<file path="src/rtl/phm_pkg.sv">
package phm_pkg;
   localparam int CAP_BITS       = 96;
   localparam int PARITY_PER_BIT = 13;
   localparam int PARITY_BITS    = CAP_BITS * PARITY_PER_BIT;
   localparam int PARITY_BYTES   = (PARITY_BITS + 7) / 8;
   localparam logic [31:0] CRC_POLY = 32'hEDB88320;

   localparam logic [1:0] A_CTRL = 2'd0;
   localparam logic [1:0] A_STAT = 2'd1;
   localparam logic [1:0] A_HEAD = 2'd2;
   localparam logic [1:0] A_SUM  = 2'd3;

   function automatic logic [31:0] crc_step(logic [31:0] c, logic [7:0] d);
      logic [31:0] r;
      r = c ^ {24'h0, d};
      for (int k = 0; k < 8; k++) r = r[0] ? ((r >> 1) ^ CRC_POLY) : (r >> 1);
      return r;
   endfunction
endpackage

</file>
<file path="src/rtl/phm_crc32.sv">
module phm_crc32 (
   input  logic        clk,
   input  logic        rst_n,
   input  logic        in_valid,
   input  logic        in_sop,
   input  logic [7:0]  in_data,
   input  logic [31:0] ref_crc,
   output logic        match
);
   import phm_pkg::*;
   logic [31:0] crc_q, crc_nxt;

   always_comb crc_nxt = crc_step(in_sop ? 32'hFFFF_FFFF : crc_q, in_data);
   assign match = (~crc_nxt == ref_crc);

   always_ff @(posedge clk or negedge rst_n)
      if (!rst_n)        crc_q <= 32'hFFFF_FFFF;
      else if (in_valid) crc_q <= crc_nxt;
endmodule

</file>
<file path="src/rtl/phm_accum.sv">
module phm_accum #(
   parameter int SUM_W = 10
) (
   input  logic             clk,
   input  logic             rst_n,
   input  logic             in_valid,
   input  logic             in_sop,
   input  logic             in_eop,
   input  logic             cw_valid,
   input  logic [7:0]       cw_fixed,
   output logic [SUM_W-1:0] sum_nxt
);
   localparam logic [SUM_W-1:0] SUM_MAX = '1;

   initial assert (SUM_W >= 8) else $error("SUM_W too small");

   logic             open_q, start, active;
   logic [SUM_W-1:0] sum_q, base;
   logic [SUM_W:0]   tmp;

   assign start  = in_valid && in_sop;
   assign active = start || open_q;

   always_comb begin
      base = start ? '0 : sum_q;
      tmp  = {1'b0, base} + ((cw_valid && active) ? (SUM_W+1)'(cw_fixed) : '0);
      sum_nxt = tmp[SUM_W] ? SUM_MAX : tmp[SUM_W-1:0];
   end

   always_ff @(posedge clk or negedge rst_n)
      if (!rst_n) begin
         open_q <= 1'b0;
         sum_q  <= '0;
      end else begin
         if (active) sum_q <= sum_nxt;
         if (in_valid && in_eop) open_q <= 1'b0;
         else if (start)         open_q <= 1'b1;
      end

   // within an open page the running total never falls
   p_sum_mono_r2: assert property (@(posedge clk) disable iff (!rst_n)
      (open_q && !start) |=> (sum_q >= $past(sum_q)));
endmodule

</file>
<file path="src/rtl/phm_refresh_q.sv">
module phm_refresh_q #(
   parameter int BLK_W = 12,
   parameter int DEPTH = 8,
   parameter bit DEDUP = 1'b1,
   localparam int PW = $clog2(DEPTH),
   localparam int CW = $clog2(DEPTH + 1)
) (
   input  logic             clk,
   input  logic             rst_n,
   input  logic             push,
   input  logic [BLK_W-1:0] push_blk,
   input  logic             pop,
   output logic [BLK_W-1:0] head,
   output logic [CW-1:0]    count,
   output logic             drop
);
   initial assert (DEPTH >= 2 && (1 << PW) == DEPTH) else $error("DEPTH must be a power of two");

   logic [BLK_W-1:0] mem [DEPTH];
   logic [DEPTH-1:0] vld, match_v;
   logic [PW-1:0]    wr_p, rd_p;
   logic [CW-1:0]    cnt;
   logic             hit, full, accept, do_pop;

   generate
      if (DEDUP) begin : g_dedup
         for (genvar i = 0; i < DEPTH; i++) begin : g_cmp
            assign match_v[i] = vld[i] && (mem[i] == push_blk);
         end
         // no block address is held twice
         for (genvar i = 0; i < DEPTH; i++) begin : g_ua
            for (genvar j = i + 1; j < DEPTH; j++) begin : g_ub
               p_unique_r6: assert property (@(posedge clk) disable iff (!rst_n)
                  !(vld[i] && vld[j] && mem[i] == mem[j]));
            end
         end
      end else begin : g_nodedup
         assign match_v = '0;
      end
   endgenerate

   assign hit    = |match_v;
   assign full   = (cnt == CW'(DEPTH));
   assign accept = push && !hit && !full;
   assign drop   = push && !hit && full;
   assign do_pop = pop && (cnt != '0);
   assign head   = (cnt != '0) ? mem[rd_p] : '0;
   assign count  = cnt;

   always_ff @(posedge clk or negedge rst_n)
      if (!rst_n) begin
         vld  <= '0;
         wr_p <= '0;
         rd_p <= '0;
         cnt  <= '0;
         for (int i = 0; i < DEPTH; i++) mem[i] <= '0;
      end else begin
         if (do_pop) begin
            vld[rd_p] <= 1'b0;
            rd_p      <= rd_p + 1'b1;
         end
         if (accept) begin
            mem[wr_p] <= push_blk;
            vld[wr_p] <= 1'b1;
            wr_p      <= wr_p + 1'b1;
         end
         cnt <= cnt + CW'(accept) - CW'(do_pop);
      end

   // occupancy stays within depth and agrees with the slot flags
   p_count_bound_r5: assert property (@(posedge clk) disable iff (!rst_n)
      cnt <= CW'(DEPTH));
   p_count_vld_r5: assert property (@(posedge clk) disable iff (!rst_n)
      $countones(vld) == int'(cnt));
endmodule

</file>
<file path="src/rtl/page_health_mon.sv">
module page_health_mon #(
   parameter int BLK_W    = 12,
   parameter int QDEPTH   = 8,
   parameter int SUM_W    = 10,
   parameter int CAP      = phm_pkg::CAP_BITS,
   parameter int PCT_INIT = 75,
   parameter bit DEDUP    = 1'b1
) (
   input  logic             clk,
   input  logic             rst_n,
   input  logic             pg_valid,
   input  logic             pg_sop,
   input  logic             pg_eop,
   input  logic [7:0]       pg_byte,
   input  logic [BLK_W-1:0] pg_blk,
   input  logic [31:0]      pg_crc,
   input  logic             cw_valid,
   input  logic [7:0]       cw_fixed,
   input  logic [1:0]       reg_addr,
   input  logic             reg_wen,
   input  logic [31:0]      reg_wdata,
   output logic [31:0]      reg_rdata,
   output logic             irq
);
   import phm_pkg::*;
   localparam int CW = $clog2(QDEPTH + 1);
   localparam int MW = SUM_W + 8;

   initial assert (BLK_W <= 32 && SUM_W <= 24 && PCT_INIT <= 100 && CW <= 8)
      else $error("parameter out of range");

   logic             crc_ok;
   logic [SUM_W-1:0] sum_nxt;
   logic             v_done, v_ok;
   logic [SUM_W-1:0] v_sum, last_sum;
   logic [BLK_W-1:0] v_blk, q_head;
   logic [CW-1:0]    q_cnt;
   logic             q_drop, trig, pop_req;
   logic [6:0]       pct_q;
   logic             irq_q, crcerr_q, ovf_q;
   logic [MW-1:0]    lhs, rhs;
   logic             wr_stat;

   phm_crc32 u_crc (
      .clk(clk), .rst_n(rst_n), .in_valid(pg_valid), .in_sop(pg_sop),
      .in_data(pg_byte), .ref_crc(pg_crc), .match(crc_ok));

   phm_accum #(.SUM_W(SUM_W)) u_acc (
      .clk(clk), .rst_n(rst_n), .in_valid(pg_valid), .in_sop(pg_sop),
      .in_eop(pg_eop), .cw_valid(cw_valid), .cw_fixed(cw_fixed),
      .sum_nxt(sum_nxt));

   phm_refresh_q #(.BLK_W(BLK_W), .DEPTH(QDEPTH), .DEDUP(DEDUP)) u_q (
      .clk(clk), .rst_n(rst_n), .push(trig), .push_blk(v_blk),
      .pop(pop_req), .head(q_head), .count(q_cnt), .drop(q_drop));

   // verdict stage: CRC first, wear comparison only on a clean page
   always_ff @(posedge clk or negedge rst_n)
      if (!rst_n) begin
         v_done <= 1'b0;
         v_ok   <= 1'b0;
         v_sum  <= '0;
         v_blk  <= '0;
      end else begin
         v_done <= pg_valid && pg_eop;
         if (pg_valid && pg_eop) begin
            v_ok  <= crc_ok;
            v_sum <= sum_nxt;
            v_blk <= pg_blk;
         end
      end

   assign lhs  = MW'(v_sum) * MW'(100);
   assign rhs  = MW'(pct_q) * MW'(CAP);
   assign trig = v_done && v_ok && (lhs >= rhs);

   assign wr_stat = reg_wen && (reg_addr == A_STAT);
   assign pop_req = reg_wen && (reg_addr == A_HEAD);

   always_ff @(posedge clk or negedge rst_n)
      if (!rst_n) begin
         pct_q    <= 7'(PCT_INIT);
         irq_q    <= 1'b0;
         crcerr_q <= 1'b0;
         ovf_q    <= 1'b0;
         last_sum <= '0;
      end else begin
         if (reg_wen && reg_addr == A_CTRL)
            pct_q <= (reg_wdata > 32'd100) ? 7'd100 : reg_wdata[6:0];
         if (trig)                          irq_q <= 1'b1;
         else if (wr_stat && reg_wdata[0])  irq_q <= 1'b0;
         if (v_done && !v_ok)               crcerr_q <= 1'b1;
         else if (wr_stat && reg_wdata[1])  crcerr_q <= 1'b0;
         if (q_drop)                        ovf_q <= 1'b1;
         else if (wr_stat && reg_wdata[2])  ovf_q <= 1'b0;
         if (v_done) last_sum <= v_sum;
      end

   assign irq = irq_q;

   always_comb begin
      reg_rdata = '0;
      case (reg_addr)
         A_CTRL: reg_rdata[6:0] = pct_q;
         A_STAT: begin
            reg_rdata[0]      = irq_q;
            reg_rdata[1]      = crcerr_q;
            reg_rdata[2]      = ovf_q;
            reg_rdata[3]      = (q_cnt != '0);
            reg_rdata[8 +: CW] = q_cnt;
         end
         A_HEAD:  reg_rdata[BLK_W-1:0] = q_head;
         default: reg_rdata[SUM_W-1:0] = last_sum;
      endcase
   end

   // a failed CRC verdict leaves the queue untouched
   p_crcerr_no_push_r4: assert property (@(posedge clk) disable iff (!rst_n)
      (v_done && !v_ok && !pop_req) |=> (q_cnt == $past(q_cnt)));
   // interrupt holds until cleared
   p_irq_hold_r8: assert property (@(posedge clk) disable iff (!rst_n)
      (irq_q && !(wr_stat && reg_wdata[0])) |=> irq_q);
   // overflow is sticky
   p_ovf_sticky_r7: assert property (@(posedge clk) disable iff (!rst_n)
      (ovf_q && !(wr_stat && reg_wdata[2])) |=> ovf_q);
   // stored percentage never exceeds 100
   p_pct_range_r9: assert property (@(posedge clk) disable iff (!rst_n)
      pct_q <= 7'd100);
endmodule

</file>
<file path="config.mk">
export PLATFORM = sky130hd
export DESIGN_NAME = page_health_mon
export DESIGN_NICKNAME = d
export VERILOG_FILES = /design/src/rtl/phm_pkg.sv /design/src/rtl/phm_crc32.sv /design/src/rtl/phm_accum.sv /design/src/rtl/phm_refresh_q.sv /design/src/rtl/page_health_mon.sv
export SDC_FILE = /design/constraint.sdc
export NUM_CORES = 1
export LEC_CHECK = 0
export BUFFER_PORTS_ARGS = -buffer_cell sky130_fd_sc_hd__buf_4
export CORE_ASPECT_RATIO = 0.7
export CORE_MARGIN = 2
export CORE_UTILIZATION = 65
export CTS_CLUSTER_SIZE = 12
export DETAILED_ROUTE_END_ITERATION = 10
export PLACE_DENSITY = 0.91
export SYNTH_ARGS = -nofsm -noshare
export SYNTH_HDL_FRONTEND = slang
export SYNTH_HIERARCHICAL = 1
export SYNTH_SLANG_ARGS = --single-unit
</file>
<file path="constraint.sdc">
create_clock -name clk -period 8.3 [get_ports clk]
set_input_delay 1.66 -clock clk [delete_from_list [all_inputs] [get_ports clk]]
set_output_delay 1.66 -clock clk [all_outputs]
set_load 0.02 [all_outputs]
</file>
==> flow_summary.toml, run 1 <==
[placement]
gp_congestion = 0.934
portBuffers = 113
hpwl_um = 25200
placed_area_mm2 = 0.0154
dp_slack_ns = 2.76

[synth]
syn-cell-area_mm2 = 0.0148
synth_top_family_by_area = "XOR/XNOR gates"
netlist.area_leader.share_pct = 28.0
synth_commonest_cells = "xnor2_1 (204), dfrtp_1 (165), mux2_2 (82), nor2_1 (79), ha_1 (72)"
synth_compound_area_share_pct = 6.75
synth_largest_area_cell = "dfrtp_1"
ys.flop_type = "dfrtp_1"
syn_inst = 1325
synth_xor_area_share_pct = 17.2
synthAdderAreaFrac_pct = 7.19
synthTopCellsByArea = "dfrtp_1 (28%), xnor2_1 (12%), dfstp_2 (6.4%)"
ys_ff_latch = 201
yosysUniqueCellTypes = 83
synth-edff-count = 0
seq_area_frac_synth_pct = 34.4
synthSimpleGateAreaFrac_pct = 11.3
yosys_warnings = 6
synth_most_common_cell = "xnor2_1"
yosys-mux-area-fraction_pct = 17.1
synth_area_per_cell_um2 = 11.1
async_flop_share_pct = 100

[job]
maxCapViolations = 0

[worst_hold_path]
hold_path_class = "register to register"
holdPathStages = 2
hold_path.startpoint = "u_crc/crc_q[16]"
whs_endpoint = "u_crc/crc_q[16]"

[sta]
rsz0062_at_grt = "false"
hold_violations = 0
period_share_pct = 66.1
fin_skew_ns = 0.0173
worst_slack_ns = 2.81
setup_viol = 0
finalSetupTns_ns = 0
maxSlewHeadroom_pct = 24.9
max_clock_freq_ghz = 0.182
min_period_ns = 5.49
tightest_slew_ns = 1.12
slew_violations = 0

[worst_setup_path]
path_delay_family = "adder cells"
cp.required_ns = 8.69
worstSetupPathType = "register to register"
crit_top_cell = "ha_1"
r2r-start = "v_sum[3]"
crit_path_start_kind = "register"
cp_max_fo = 11
worst-r2r-cell-count = 23
cp.arrival_ns = 5.88
path_buf_inv = 1
end_kind = "register"
regToRegSetupSlack_ns = 2.81
cp_cell_sequence = "ha_1 > ha_1 > fa_1 > ha_1 > o21ai_0 > o21bai_1 > a21oi_1 > o21ai_0 > xor2_1 > ha_1 > nand4_1 > nor2_1 > o31ai_1 > a31oi_1 > a211oi_1 > nand2_1 > nor3b_1 > nand3_1 > ha_1 > inv_1 > ha_1 > fa_1 > xor2_1"
slowest_stage = "fa_1"
reg2reg_to = "u_q/count[2]"
max_stage_delay_ns = 0.47

[global_routing]
grt_pass1_vias = 10007
antenna_found_initial = 0
grt_overflow = 0
grt.total_usage_pct = 29.8
grt_pass1_wl_um = 55200
grt_max_degree = 123

[power]
p_leak_nw = 7.31
power_mw = 5.35
max-vdd-ir-drop_v = 0.000253
cellPowerDensity_mw_per_mm2 = 333

[route]
avgViaCountPerCell = 6.22
drt_iter0_markers = 914
top_layer_used = "met4"
first_pass_iters = 8
wl_um = 35300
dr_wl_met3_um = 3490
ant_nets = 0
drc = 0
vias = 10495
met2_length_um = 15200
m1WireLength_um = 15900
wl_per_cell_um = 20.9

[clock_network]
cts_hold_buf = 0
clock_sinks = 201
htreeDepth = 1
cts.clk_slew.worst_paths_ns = 0.06
cts_tree = "yes"
post_cts_buffers = 0
numCtsBuffers = 22
clk_latency_ns = 0.52
cts_root_buf = "clkbuf_16"
ctsResizeCount = 0
cts_buffer_depth = 3

[finish]
final_area_mm2 = 0.0161
utilization_pct = 71.5
area_growth_syn_to_layout_pct = 8.77
fill_cells = 1540
n_antenna_cell = 0
drive_gt1_share_pct = 27.0
nets = 1563

[die]
die_h_um = 130
rows = 46
coreArea_mm2 = 0.0224
die_w_um = 184
ios = 134
dieArea_mm2 = 0.0239
initial_core_util_pct = 65.8

[outcome]
status = "finished clean"
## power by group
part,switching (mW),internal [mW]
clock,0.402,0.545
sequential,0.275,1.23
combinational,1.50,1.39
total,2.18,3.17
## tightest hold or removal path, delay by kind of cell, from the launching register on
family / cells / cell delay (ns)
DFF: 1 / 0.37
muxes: 1 / 0.05
buffers and inverters: 1 / 0.04
## layout by cell type, fill, tap and decap left out, types with 5 or more instances in the layout
master,Yosys,layout
and3_1,13,13
clkbuf_1,27,11
ha_1,72,72
a21o_1,11,11
nor2b_1,6,6
dfstp_2,36,36
conb_1,1,20
o31ai_1,5,5
nor3_1,16,15
fa_1,8,8
nand3_4,7,7
inv_1,39,39
a31oi_1,13,13
clkbuf_16,0,22
nand3_1,26,26
buf_4,32,118
nor2_1,79,79
nand4_1,22,22
a22oi_1,7,7
dfrtp_1,165,165
xnor2_1,204,204
mux2i_1,19,19
nor3b_1,8,8
nand2b_1,8,8
a21oi_1,40,40
xnor3_1,13,13
mux4_2,24,24
and2_1,11,11
nand2_1,67,67
mux2_4,58,58
mux2_2,82,82
a222oi_1,5,5
o21ai_0,31,31
nor4_1,16,16
xor2_1,34,34
## sequential cells by signal, summed over array words and instances, names as in the netlist
signal / count
u_q/mem: 96
u_crc/crc_q: 32
v_blk: 12
last_sum: 10
u_acc/sum_q: 10
v_sum: 10
u_q/vld: 8
pct_q: 7
u_q/count: 4
u_q/rd_p: 3
u_q/wr_p: 3
crcerr_q: 1
irq: 1
ovf_q: 1
u_acc/open_q: 1
v_done: 1
v_ok: 1
## cells by family (layout without fill, tap and decap cells)
family	Yosys count	count (layout)
flops	201	201
compound gates	149	149
buf+inv	145	199
fa+ha+maj	80	80
xor+xnor	259	259
mux	183	183
simple gates	307	307
other cells	1	20
## through the flow
stage	instances	hold slack, ns
6_report	1686	0.472
5_1_grt	1686	0.488
4_1_cts	1686	0.476
3_5_place_dp	1646	0.465
3_3_place_gp	1646	0.465
2_1_floorplan	1344	0.441
## worst max path at each step
stage               startpoint            to  slack [ns]  cells past startpoint
CTS                   v_sum[3]  u_q/count[2]        2.85                     23
floorplan             v_sum[3]  u_q/count[2]        3.28                     24
global route          v_sum[3]  u_q/count[3]        2.37                     24
detailed placement    pg_valid      v_sum[7]        2.76                     11
global placement      pg_valid      v_sum[7]        2.94                     11
finish                v_sum[3]  u_q/count[2]        2.81                     23
## layer usage
layer / global-route usage [%] / vias up
li1: - / 4728
met1: 44.3 / 5234
met2: 44.8 / 476
met3: 7.14 / 57
met4: 6.31 / 0
met5: 0 / -
## area by class of cell
class / instances / area (um^2) / share of cell area (%)
sequential: 201 / 5070 / 31.6
clock buffer: 35 / 619 / 3.86
clock inverter: 5 / 67.6 / 0.421
tap: 288 / 360 / 2.24
timing repair buffer: 119 / 900 / 5.60
inverter: 40 / 150 / 0.935
multi-input combinational: 998 / 8880 / 55.3
(Power assumes the default switching activity.)
==> run 2, diff against run 1 <==
--- a/config.mk
+++ b/config.mk
@@ -8,10 +8,10 @@
 export BUFFER_PORTS_ARGS = -buffer_cell sky130_fd_sc_hd__buf_4
 export CORE_ASPECT_RATIO = 0.7
 export CORE_MARGIN = 2
-export CORE_UTILIZATION = 65
+export CORE_UTILIZATION = 55
 export CTS_CLUSTER_SIZE = 12
 export DETAILED_ROUTE_END_ITERATION = 10
-export PLACE_DENSITY = 0.91
+export PLACE_DENSITY = 0.83
 export SYNTH_ARGS = -nofsm -noshare
 export SYNTH_HDL_FRONTEND = slang
 export SYNTH_HIERARCHICAL = 1
==> constraint.sdc (replaced) <==
create_clock -name clk -period 4.9 [get_ports clk]
set_input_delay 0.98 -clock clk [delete_from_list [all_inputs] [get_ports clk]]
set_output_delay 0.98 -clock clk [all_outputs]
set_load 0.02 [all_outputs]
==> run 2 against run 1 <==
  * Global-route usage down 3.4 points
  * Clock skew up 0.010 ns
  * Via count up 2.1%
  * Worst hold slack better by 0.0081 ns
  * Die area up 18%
  * Combinational power up 110%
  * Wire length up 7.8%
  * Fmax up 14%
  * Critical path type unchanged
  * Largest cell class unchanged
==> flow_summary.toml, run 2 (same netlist as run 1, synthesis figures left out) <==
[finish]
largest_register = "u_q/mem"
final_common_cell = "xnor2_1"
largest_reg_flops = 96
final_area_mm2 = 0.0167
drive_gt1_share_pct = 30.9
area_growth_syn_to_layout_pct = 12.8
nets = 1592
top_regs = "u_q/mem (96), u_crc/crc_q (32), v_blk (12)"
n_antenna_cell = 0
layout_common_cells = "xnor2_1 (202), dfrtp_1 (164), buf_4 (145)"

[placement]
hpwl_um = 26600
portBuffers = 113
dp_slack_ns = -0.152
placed_area_mm2 = 0.0156
gp_congestion = 0.911

[power]
max-vdd-ir-drop_v = 0.000512
cellPowerDensity_mw_per_mm2 = 616
p_leak_nw = 7.48
power_mw = 10.3

[worst_setup_path]
r2r-start = "v_sum[3]"
path_delay_family = "adder cells"
crit_path_start_kind = "register"
path_buf_inv = 1
reg2reg_to = "u_q/count[2]"
crit_top_cell = "ha_4"
cp_max_fo = 4
end_kind = "register"
worst-r2r-cell-count = 23
cp.arrival_ns = 5.20
worstSetupPathType = "register to register"
max_stage_delay_ns = 0.53
cp_cell_sequence = "ha_4 > ha_4 > fa_1 > ha_4 > a211oi_2 > o21bai_2 > a21oi_2 > o21ai_2 > xor2_1 > ha_1 > nand4_1 > nor2_1 > o31ai_1 > a31oi_1 > a211oi_2 > nand2_1 > nor3b_2 > nand3_2 > ha_4 > inv_2 > ha_4 > fa_2 > xor2_1"
regToRegSetupSlack_ns = 0.1
worst-path-stages = 23
cp.required_ns = 5.29
slowest_stage = "fa_1"

[route]
m1WireLength_um = 17100
drc = 0
vias = 10714
wl_um = 38000
drt_iter0_markers = 913
wl_per_cell_um = 21.2
avgViaCountPerCell = 5.98
ant_nets = 0
top_layer_used = "met4"
met2_length_um = 16900
first_pass_iters = 6
dr_wl_met3_um = 3290

[worst_hold_path]
whs_endpoint = "u_crc/crc_q[16]"
holdPathStages = 2
hold_path.startpoint = "u_crc/crc_q[16]"
hold_path_class = "register to register"

[job]
maxCapViolations = 0

[sta]
maxSlewHeadroom_pct = 28.0
min_period_ns = 4.80
hold_violations = 0
max_clock_freq_ghz = 0.208
period_share_pct = 98.0
worst_slack_ns = 0.0958
fin_skew_ns = 0.0273
tightest_slew_ns = 1.08
setup_viol = 0
finalSetupTns_ns = 0
slew_violations = 0

[clock_network]
cts_buffer_depth = 3
numCtsBuffers = 22
cts.clk_slew.worst_paths_ns = 0.06
cts_root_buf = "clkbuf_16"
clk_latency_ns = 0.53
cts_tree = "yes"
cts_hold_buf = 0
htreeDepth = 1
clock_sinks = 201

[die]
coreArea_mm2 = 0.0265
die_h_um = 141
rows = 50
initial_core_util_pct = 55.6
ios = 134
dieArea_mm2 = 0.0282
die_w_um = 200

[global_routing]
grt_pass1_wl_um = 57900
grt.total_usage_pct = 26.4
grt_overflow = 0
antenna_found_initial = 0
grt_max_degree = 100
grt_pass1_vias = 10535

[outcome]
status = "finished clean"
run 2: worst max path at each step:
| stage | endpoint | from | slack (ns) |
|---|---|---|---|
| 2_1_floorplan | u_q/count[2] | v_sum[3] | 0.02 |
| 3_3_place_gp | u_q/count[2] | v_sum[3] | 0.04 |
| 3_5_place_dp | u_q/count[2] | v_sum[3] | -0.15 |
| 4_1_cts | u_q/count[2] | v_sum[2] | 0.03 |
| 5_1_grt | u_q/count[2] | v_sum[5] | -0.06 |
| 6_report | u_q/count[2] | v_sum[3] | 0.1 |
run 2: routing by layer:
layer | GRT usage, % | vias up
li1 | - | 4782
met1 | 39.4 | 5388
met2 | 39.6 | 488
met3 | 5.79 | 56
met4 | 5.07 | 0
met5 | 0 | -
run 2: per-stage QoR:
| step | utilization (%) | hold slack [ns] | instances |
|---|---|---|---|
| floorplan | - | 0.441 | 1344 |
| global placement | 59.0 | 0.464 | 1743 |
| detailed placement | 59.0 | 0.468 | 1743 |
| CTS | 61.8 | 0.479 | 1786 |
| global route | 62.8 | 0.499 | 1791 |
| finish | 62.8 | 0.480 | 1791 |
run 2: final cells by class:
class                      count  area [um^2]
sequential                   201         5080
tap                          364          455
multi-input combinational    998         9150
clock inverter                 5         65.1
clock buffer                  35          619
fill                        2053         9870
inverter                      40          150
timing repair buffer         148         1130
run 2: where the power goes:
part	internal [mW]	switching, mW	total [mW]
registers	2.09	0.476	2.57
clock network	0.923	0.698	1.62
logic	3.03	3.04	6.07
total	6.05	4.21	10.3
run 2: worst min-delay path, cell delays in order (launching register included):
cell and delay [ns]:
dfstp_2 0.37, inv_1 0.05, mux2i_1 0.06
run 2: repair_timing:
item	CTS	global route
resized for setup	9	36
pin swaps	12	26
buffers inserted	3	6
endpoints found under the setup margin	69	100
==> run 3, diff against run 2 <==
--- a/config.mk
+++ b/config.mk
@@ -8,10 +8,10 @@
 export BUFFER_PORTS_ARGS = -buffer_cell sky130_fd_sc_hd__buf_4
 export CORE_ASPECT_RATIO = 0.7
 export CORE_MARGIN = 2
-export CORE_UTILIZATION = 55
+export CORE_UTILIZATION = 42
 export CTS_CLUSTER_SIZE = 12
 export DETAILED_ROUTE_END_ITERATION = 10
-export PLACE_DENSITY = 0.83
+export PLACE_DENSITY = 0.67
 export SYNTH_ARGS = -nofsm -noshare
 export SYNTH_HDL_FRONTEND = slang
 export SYNTH_HIERARCHICAL = 1
==> run 3 against run 2 <==
  * Core utilization down 14 points
  * Register-to-register slack better by 0.04 ns
  * Total power down 6.2%
  * Fmax up 0.81%
  * Global-route usage down 6.5 points
  * Highest routed layer unchanged
  * Clock skew down 0.0041 ns
  * Critical path depth unchanged
  * Clock-buffer cell count unchanged
  * Non-clock buffer count up 6
  * Wire length down 2.5%
  * Clock power about the same
  * Largest cell class unchanged
  * Sequential cell count unchanged
==> flow_summary.toml, run 3 (same netlist as run 1, synthesis figures left out) <==
[clock_network]
cts_buffer_depth = 3
clk_latency_ns = 0.53
cts_root_buf = "clkbuf_16"
htreeDepth = 1
numCtsBuffers = 22
cts_hold_buf = 0
clock_sinks = 201
cts.clk_slew.worst_paths_ns = 0.06
cts_tree = "yes"

[power]
clockPowerShare_pct = 16.7
p_switching_mw = 3.85
p_comb_share_pct = 56.4
cellPowerDensity_mw_per_mm2 = 574
power_mw = 9.63
seqPwrFrac_pct = 26.8
max-vdd-ir-drop_v = 0.000456
p_int_mw = 5.78
p_leak_nw = 7.50
power_switching_share_pct = 40.0

[die]
dieArea_mm2 = 0.0367
initial_core_util_pct = 42.6
rows = 57
ios = 134
die_h_um = 161
die_w_um = 228
coreArea_mm2 = 0.0347

[route]
vias = 10249
wl_um = 37100
wl_per_cell_um = 19.5
first_pass_iters = 5
drt_iter0_markers = 787
avgViaCountPerCell = 5.39
ant_nets = 0
drc = 0

[sta]
hold_violations = 0
maxSlewHeadroom_pct = 40.9
finalSetupTns_ns = 0
period_share_pct = 97.3
max_clock_freq_ghz = 0.210
slew_violations = 0
setup_viol = 0
rsz0062_at_grt = "true"
fin_skew_ns = 0.0233
min_period_ns = 4.77
tightest_slew_ns = 0.886

[finish]
area_growth_syn_to_layout_pct = 13.7
largest_register = "u_q/mem"
drive_gt1_share_pct = 30.6
final_common_cell = "xnor2_1"
top_regs = "u_q/mem (96), u_crc/crc_q (32), v_blk (12)"
final_area_mm2 = 0.0168
utilization_pct = 48.4
largest_reg_flops = 96
layout_common_cells = "xnor2_1 (204), dfrtp_1 (163), buf_4 (147)"
nets = 1598
n_antenna_cell = 0

[worst_setup_path]
cp_cell_sequence = "ha_4 > ha_4 > fa_1 > ha_4 > o21ai_1 > o21bai_1 > a21oi_2 > o21ai_1 > xor2_1 > ha_1 > nand4_1 > nor2_1 > o31ai_1 > a31oi_1 > a211oi_2 > nand2_1 > nor3b_2 > nand3_2 > ha_4 > inv_2 > ha_4 > fa_2 > xor2_1"
regToRegSetupSlack_ns = 0.13
reg2reg_to = "u_q/count[2]"
worst-r2r-cell-count = 23
cp.arrival_ns = 5.16
end_kind = "register"
max_stage_delay_ns = 0.58
crit_top_cell = "ha_4"
cp.required_ns = 5.30
r2r-start = "v_sum[3]"
slowest_stage = "fa_1"
crit_path_start_kind = "register"
cp_max_fo = 4
worstSetupPathType = "register to register"

[worst_hold_path]
hold_path.startpoint = "u_crc/crc_q[16]"
hold_path_class = "register to register"
whs_endpoint = "u_crc/crc_q[16]"
holdPathStages = 2

[placement]
portBuffers = 113
gp_congestion = 0.889
placed_area_mm2 = 0.0158
hpwl_um = 27000

[global_routing]
grt_max_degree = 96
grt_pass1_vias = 10414
grt.total_usage_pct = 19.9
grt_pass1_wl_um = 58200
antenna_found_initial = 0
grt_overflow = 0

[outcome]
status = "finished clean"

[job]
maxCapViolations = 0
-- run 3: cell type report --
type / instances / area [um^2]
fillers: 3147 / 17900
multi-input cells: 998 / 9070
flip-flops and latches: 201 / 5080
repair buffers: 154 / 1220
clock buffers: 35 / 619
well taps: 472 / 591
inverters: 40 / 150
clock inverters: 3 / 51.3
-- run 3: worst max-delay path by stage --
| stage | startpoint | to | slack, ns | cells after the start |
|---|---|---|---|---|
| after global routing | v_sum[2] | u_q/count[2] | -0.09 | 23 |
| after CTS | v_sum[3] | u_q/count[2] | 0.005 | 23 |
| after floorplan | v_sum[3] | u_q/count[2] | 0.02 | 24 |
| after detailed placement | v_sum[3] | u_q/count[2] | -0.06 | 23 |
| after global placement | v_sum[3] | u_q/count[2] | 0.04 | 23 |
| final | v_sum[3] | u_q/count[2] | 0.13 | 23 |
-- run 3: per-stage QoR --
| stage | setup WS, ns | std cells | hold slack, ns |
|---|---|---|---|
| 2_1_floorplan | 0.0205 | 1344 | 0.441 |
| 3_3_place_gp | 0.0422 | 1854 | 0.464 |
| 3_5_place_dp | -0.0634 | 1854 | 0.466 |
| 4_1_cts | 0.00540 | 1894 | 0.476 |
| 5_1_grt | -0.0938 | 1903 | 0.496 |
| 6_report | 0.135 | 1903 | 0.471 |
-- run 3: worst max-delay path, delay by kind of cell, from the launching register on --
kind,cells,cell delay [ns]
DFF,1,0.45
buffers and inverters,1,0.04
adders and majority gates,8,2.37
AOI/OAI and AO/OA,7,0.88
and+or+nand+nor,5,0.60
xor gates and xnor gates,2,0.29
-- run 3: layer usage --
layer	vias up	global-route usage, %	share of wire [%]
li1	4790	-	-
met1	5138	30.4	50
met2	288	29.4	42
met3	33	4.01	6.5
met4	0	3.03	1.3
met5	-	0	0
-- run 3: what timing repair did --
item                                    CTS  global route
cloned                                    0             0
gates resized for setup                   2            32
pin swaps                                 3            25
endpoints found under the setup margin   12            99
buffers inserted                          2             9
-- run 3: power groups by stage --
stage	combinational (mW)	clock [mW]	sequential, mW
after floorplan	4.09	0	2.29
after global placement	4.79	0	2.59
after detailed placement	4.90	0	2.60
after CTS	5.00	1.65	2.57
after global routing	5.99	1.71	2.64
final	5.43	1.61	2.58
